<file path="src/rtl/hdlc_af_pkg.sv">
package hdlc_af_pkg;
  localparam int unsigned OCT_W = 8;

  typedef enum logic [1:0] {
    MODE_OFF  = 2'b00,
    MODE_HIGH = 2'b01,
    MODE_LOW  = 2'b10,
    MODE_BOTH = 2'b11
  } af_mode_e;
endpackage

</file>
<file path="src/rtl/hdlc_af_cmp.sv">
module hdlc_af_cmp #(
  parameter int unsigned OCT_W     = 8,
  parameter int unsigned CR_BIT    = 1,
  parameter int unsigned NUM_FIXED = 2,
  parameter logic [NUM_FIXED*OCT_W-1:0] FIXED_ADDRS = {8'hFE, 8'hFC}
) (
  input  logic [OCT_W-1:0] oct_i,
  input  logic [OCT_W-1:0] high_addr_i,
  input  logic [OCT_W-1:0] low_addr_i,
  output logic             hi_ok_o,
  output logic             lo_ok_o
);
  localparam logic [OCT_W-1:0] CR_MASK = OCT_W'(1) << CR_BIT;

  logic [OCT_W-1:0]   oct_m;
  logic [NUM_FIXED:0] hit;

  assign oct_m  = oct_i | CR_MASK;
  assign hit[0] = (oct_m == (high_addr_i | CR_MASK));

  for (genvar g = 0; g < NUM_FIXED; g++) begin : g_fixed
    assign hit[g+1] = (oct_m == (FIXED_ADDRS[g*OCT_W +: OCT_W] | CR_MASK));
  end

  assign hi_ok_o = |hit;
  assign lo_ok_o = (oct_i == low_addr_i);
endmodule

</file>
<file path="src/rtl/hdlc_af_verdict.sv">
module hdlc_af_verdict
  import hdlc_af_pkg::*;
(
  input  logic     clk_i,
  input  logic     rst_ni,
  input  logic     sof_i,
  input  logic     oct_vld_i,
  input  logic     eof_i,
  input  af_mode_e mode_i,
  input  logic     hi_ok_i,
  input  logic     lo_ok_i,
  output logic     done_o,
  output logic     match_o
);
  af_mode_e mode_q, eff_mode;
  logic active_q, sec_q, hi_q, done_q, match_q;
  logic eff_act, eff_done, eff_match, eff_sec;
  logic n_act, n_sec, n_hi, n_done, n_match;

  always_comb begin
    eff_mode  = sof_i ? mode_i : mode_q;
    eff_act   = sof_i | active_q;
    eff_done  = sof_i ? (mode_i == MODE_OFF) : done_q;
    eff_match = sof_i ? (mode_i == MODE_OFF) : match_q;
    eff_sec   = sof_i ? 1'b0 : sec_q;
    n_done    = eff_done;
    n_match   = eff_match;
    n_sec     = eff_sec;
    n_hi      = hi_q;
    if (eff_act && oct_vld_i && !eff_done) begin
      unique case (eff_mode)
        MODE_HIGH: begin n_done = 1'b1; n_match = hi_ok_i; end
        MODE_LOW:  begin n_done = 1'b1; n_match = lo_ok_i; end
        MODE_BOTH: begin
          if (!eff_sec) begin
            n_sec = 1'b1;
            n_hi  = hi_ok_i;
          end else begin
            n_done  = 1'b1;
            n_match = hi_q & lo_ok_i;
          end
        end
        default: ;
      endcase
    end
    // short frame: missing address octets count as a mismatch
    if (eff_act && eof_i && !n_done) begin
      n_done  = 1'b1;
      n_match = 1'b0;
    end
    n_act = eff_act & ~eof_i;
  end

  always_ff @(posedge clk_i or negedge rst_ni) begin
    if (!rst_ni) begin
      mode_q   <= MODE_OFF;
      active_q <= 1'b0;
      sec_q    <= 1'b0;
      hi_q     <= 1'b0;
      done_q   <= 1'b0;
      match_q  <= 1'b0;
    end else begin
      mode_q   <= eff_mode;
      active_q <= n_act;
      sec_q    <= n_sec;
      hi_q     <= n_hi;
      done_q   <= n_done;
      match_q  <= n_match;
    end
  end

  assign done_o  = done_q;
  assign match_o = match_q;

  a_r2_off_match: assert property (@(posedge clk_i) disable iff (!rst_ni)
    sof_i && mode_i == MODE_OFF |=> done_o && match_o);
  a_r10_clear_on_sof: assert property (@(posedge clk_i) disable iff (!rst_ni)
    sof_i && mode_i != MODE_OFF && !oct_vld_i && !eof_i |=> !done_o);
  a_r7_eof_decides: assert property (@(posedge clk_i) disable iff (!rst_ni)
    eof_i && (sof_i || active_q) |=> done_o);
  a_r8_hold: assert property (@(posedge clk_i) disable iff (!rst_ni)
    done_o && !sof_i |=> done_o && $stable(match_o));
  a_r8_idle: assert property (@(posedge clk_i) disable iff (!rst_ni)
    !active_q && !sof_i |=> $stable(done_o) && $stable(match_o));
  a_r3_match_valid: assert property (@(posedge clk_i) disable iff (!rst_ni)
    match_o |-> done_o);
endmodule

</file>
<file path="src/rtl/hdlc_addr_filter.sv">
module hdlc_addr_filter
  import hdlc_af_pkg::*;
(
  input  logic             clk_i,
  input  logic             rst_ni,
  input  logic             sof_i,
  input  logic             oct_vld_i,
  input  logic [OCT_W-1:0] oct_i,
  input  logic             eof_i,
  input  logic [1:0]       mode_i,
  input  logic [OCT_W-1:0] high_addr_i,
  input  logic [OCT_W-1:0] low_addr_i,
  output logic             verdict_vld_o,
  output logic             match_o
);
  logic hi_ok, lo_ok;

  hdlc_af_cmp #(
    .OCT_W (OCT_W),
    .CR_BIT(1)
  ) u_cmp (
    .oct_i      (oct_i),
    .high_addr_i(high_addr_i),
    .low_addr_i (low_addr_i),
    .hi_ok_o    (hi_ok),
    .lo_ok_o    (lo_ok)
  );

  hdlc_af_verdict u_verdict (
    .clk_i    (clk_i),
    .rst_ni   (rst_ni),
    .sof_i    (sof_i),
    .oct_vld_i(oct_vld_i),
    .eof_i    (eof_i),
    .mode_i   (af_mode_e'(mode_i)),
    .hi_ok_i  (hi_ok),
    .lo_ok_i  (lo_ok),
    .done_o   (verdict_vld_o),
    .match_o  (match_o)
  );
endmodule

</file>
<file path="config.mk">
export PLATFORM = sky130hd
export DESIGN_NAME = hdlc_addr_filter
export DESIGN_NICKNAME = d
export VERILOG_FILES = /design/src/rtl/hdlc_af_pkg.sv /design/src/rtl/hdlc_af_cmp.sv /design/src/rtl/hdlc_af_verdict.sv /design/src/rtl/hdlc_addr_filter.sv
export SDC_FILE = /design/constraint.sdc
export NUM_CORES = 1
export LEC_CHECK = 0
export ABC_CLOCK_PERIOD_IN_PS = 4240
export BUFFER_PORTS_ARGS = -buffer_cell sky130_fd_sc_hd__buf_2
export CORE_MARGIN = 4
export CORE_UTILIZATION = 46
export DETAILED_ROUTE_END_ITERATION = 8
export MAX_ROUTING_LAYER = met4
export PLACE_DENSITY = 0.8
export SYNTH_ARGS = -nofsm -noshare
export SYNTH_HDL_FRONTEND = slang
export SYNTH_HIERARCHICAL = 1
export SYNTH_SLANG_ARGS = --single-unit
export TNS_END_PERCENT = 100
</file>
<file path="constraint.sdc">
create_clock -name clk_i -period 4.24 [get_ports clk_i]
set_clock_uncertainty 0.05 [all_clocks]
set_input_delay 0.424 -clock clk_i [delete_from_list [all_inputs] [get_ports clk_i]]
set_output_delay 0.424 -clock clk_i [all_outputs]
set_load 0.05 [all_outputs]
</file>
==> impl_metrics.toml <==
[sta]
finalMaxSlewViolations = 0
min_period_ns = 1.71
final.setup.tns_ns = 0
setup-violations-final = 0
setup_ws_ns = 2.53
worst-slew-pin-transition_ns = 0.303
hold_viol = 0
fmax_ghz = 0.583
maxSlewHeadroom = 0.796
fin_crit_sh = 0.404
rsz0062_at_grt = "no"

[pwr]
sw_frac_of_total = 0.311
p_int_w = 0.000140
p_per_area_nw_per_um2 = 248
clkPwrFrac = 0.299
leakagePower_nw = 0.413
power_frac_seq = 0.371
irDropWorstVdd_v = 0.000130
comb_power_share = 0.330
power_switching_w = 0.0000630

[clock_tree]
clockRootBuffer = "clkbuf_4"
clock_latency_ns = 0.25
post_cts_resized = 0
cts_tree = "yes"
htree_levels = 1
clkTransAtPathRegs_ns = 0.05
cts_num_sinks = 7
cts_hold_buf = 1
clock_path_buffers = 2
cts_buffers = 3
postCtsSetupBuffers = 0

[grt]
use_met3 = 0.0488
met2_usage = 0.281
grtUsageTotal = 0.167
met1_usage = 0.185
top_usage_layer = "met2"
grt_max_degree = 11
grt-ovfl-total = 0
antenna_found_initial = 0
grt_pass1_vias = 585
grt_pass1_wl_um = 2340

[min_path]
hp-class = "in -> reg"

[setup_path]
cp_data_arrival_time_ns = 1.79
worst-setup-path-type = "in -> reg"
crit_path_end_kind = "flip-flop"
cp.required_ns = 4.31
crit_path_start_kind = "primary input"
crit_fanout = 10

[yosys]
synthesis.area_um2 = 618
synth_top_area_share = 0.283
synth.distinct_cells = 25
syn_inst = 67
ys_warn_count = 6
synthTopCellsByArea = "dfrtp_1, xnor2_1, ha_1"
yosysTopAreaCell = "dfrtp_1"
avgSynthCellArea_um2 = 9.23
synth-seq-area-share = 0.283
ys_ff_latch = 7
synth.net_count = 102

[place]
dpl.hpwl_um = 1170
dpl-instance-area_um2 = 779
place.gp.congestion = 0.810
port_buffers = 31
post-place-ws_ns = 2.29

[floorplanning]
die_area_um2 = 1990
start_util = 0.521
die_height_um = 44.7
die_w_um = 44.7
row_count = 12
ios = 33
fp.coreArea_um2 = 1190

[cells_and_area]
nets = 138
syn2layout_area_growth_pct = 32.0
finish.instance_area_um2 = 816
diodes = 0
drive_gt1_frac = 0.373
fill_cells = 100
final_cell_mix = "buf_2, xnor2_1, dfrtp_1, nand2_1, nand2b_1"
utilization = 0.688
final_common_cell = "buf_2"

[drt]
drtIter0Drc = 7
drtAntennaViolNets = 0
drc = 0
first_pass_iters = 4
vias = 581
vias_per_cell = 5.01
wirelength_um = 1410
wl_per_cell_um = 12.1

[run]
cap_violations = 0

[status]
outcome = "completed"
metrics by stage:
stage	hold WS (ns)	instances	total power (W)
global route	0.279	116	0.000219
floorplan	0.0784	67	0.000117
finish	0.282	116	0.000203
CTS	0.276	116	0.000206
detailed placement	0.216	111	0.000142
global placement	0.213	111	0.000140
power by group through the flow:
stage | clock network, W | registers, W | logic, W
floorplan | 0 | 0.0000829 | 0.0000337
global placement | 0 | 0.0000758 | 0.0000644
detailed placement | 0 | 0.0000763 | 0.0000658
CTS | 0.0000635 | 0.0000752 | 0.0000674
global route | 0.0000687 | 0.0000758 | 0.0000745
finish | 0.0000606 | 0.0000752 | 0.0000668
Yosys cell counts:
| cell | count |
|---|---|
| nand2b_1 | 5 |
| a41o_1 | 1 |
| or3b_2 | 1 |
| a21boi_2 | 1 |
| nor4_1 | 1 |
| nand4_1 | 3 |
| nand3_1 | 1 |
| nand3b_1 | 1 |
| nor3_1 | 1 |
| xnor2_1 | 11 |
| nor2b_1 | 1 |
| a21oi_1 | 2 |
| mux2_4 | 1 |
| a22oi_1 | 2 |
| ha_1 | 4 |
| or3b_4 | 1 |
| a22o_1 | 1 |
| dfrtp_1 | 7 |
| xor2_1 | 4 |
| mux2i_1 | 2 |
| inv_1 | 3 |
| nand2_1 | 6 |
| nor2_1 | 3 |
| o21ai_0 | 3 |
| buf_6 | 1 |
flip-flops by register name (all words and copies together) (netlist names):
register            cells
u_verdict/active_q      1
u_verdict/hi_q          1
u_verdict/done_o        1
u_verdict/sec_q         1
u_verdict/match_o       1
u_verdict/mode_q        2
final cells by class:
class | count | area (um^2) | share of cell area
Timing Repair Buffer | 32 | 165 | 0.202
Inverter | 3 | 11.3 | 0.0138
Tap cell | 14 | 17.5 | 0.0215
Sequential cell | 7 | 175 | 0.215
Multi-Input combinational cell | 56 | 420 | 0.515
Clock buffer | 4 | 26.3 | 0.0322
kinds of logic after synthesis:
| family | Yosys count | synth area share |
|---|---|---|
| fa+ha+maj | 4 | 0.0810 |
| flops | 7 | 0.283 |
| mux | 3 | 0.0567 |
| simple gates | 24 | 0.217 |
| xor+xnor | 15 | 0.213 |
| buf+inv | 4 | 0.0364 |
| compound gates | 10 | 0.113 |
worst max-delay path, stage by stage:
cell and delay, ns:
buf_2 0.18, mux2i_1 0.31, inv_1 0.13, ha_1 0.26
nand3b_1 0.13, nand2b_1 0.06, a21oi_1 0.18, a22oi_1 0.11
metal layers:
| layer | wire, um | vias to the layer above |
|---|---|---|
| li1 | - | 302 |
| met1 | 574 | 259 |
| met2 | 746 | 20 |
| met3 | 84 | 0 |
| met4 | 0 | 0 |
| met5 | 0 | - |
path summary, 6_finish.rpt:
kind                                     start             endpoint  slack (ns)  cells after the start
setup / recovery                         sof_i    u_verdict/match_o        2.53                      8
hold / removal                           eof_i   u_verdict/active_q        0.28                      2
setup reg to reg           u_verdict/mode_q[0]    u_verdict/match_o        2.61                      7
hold reg to reg                 u_verdict/hi_q       u_verdict/hi_q        0.46                      1
max in group asynchronous               rst_ni       u_verdict/hi_q        3.50                      2
min in group asynchronous               rst_ni  u_verdict/mode_q[0]        0.48                      2
Note: power is estimated with default switching activity, not from simulation.
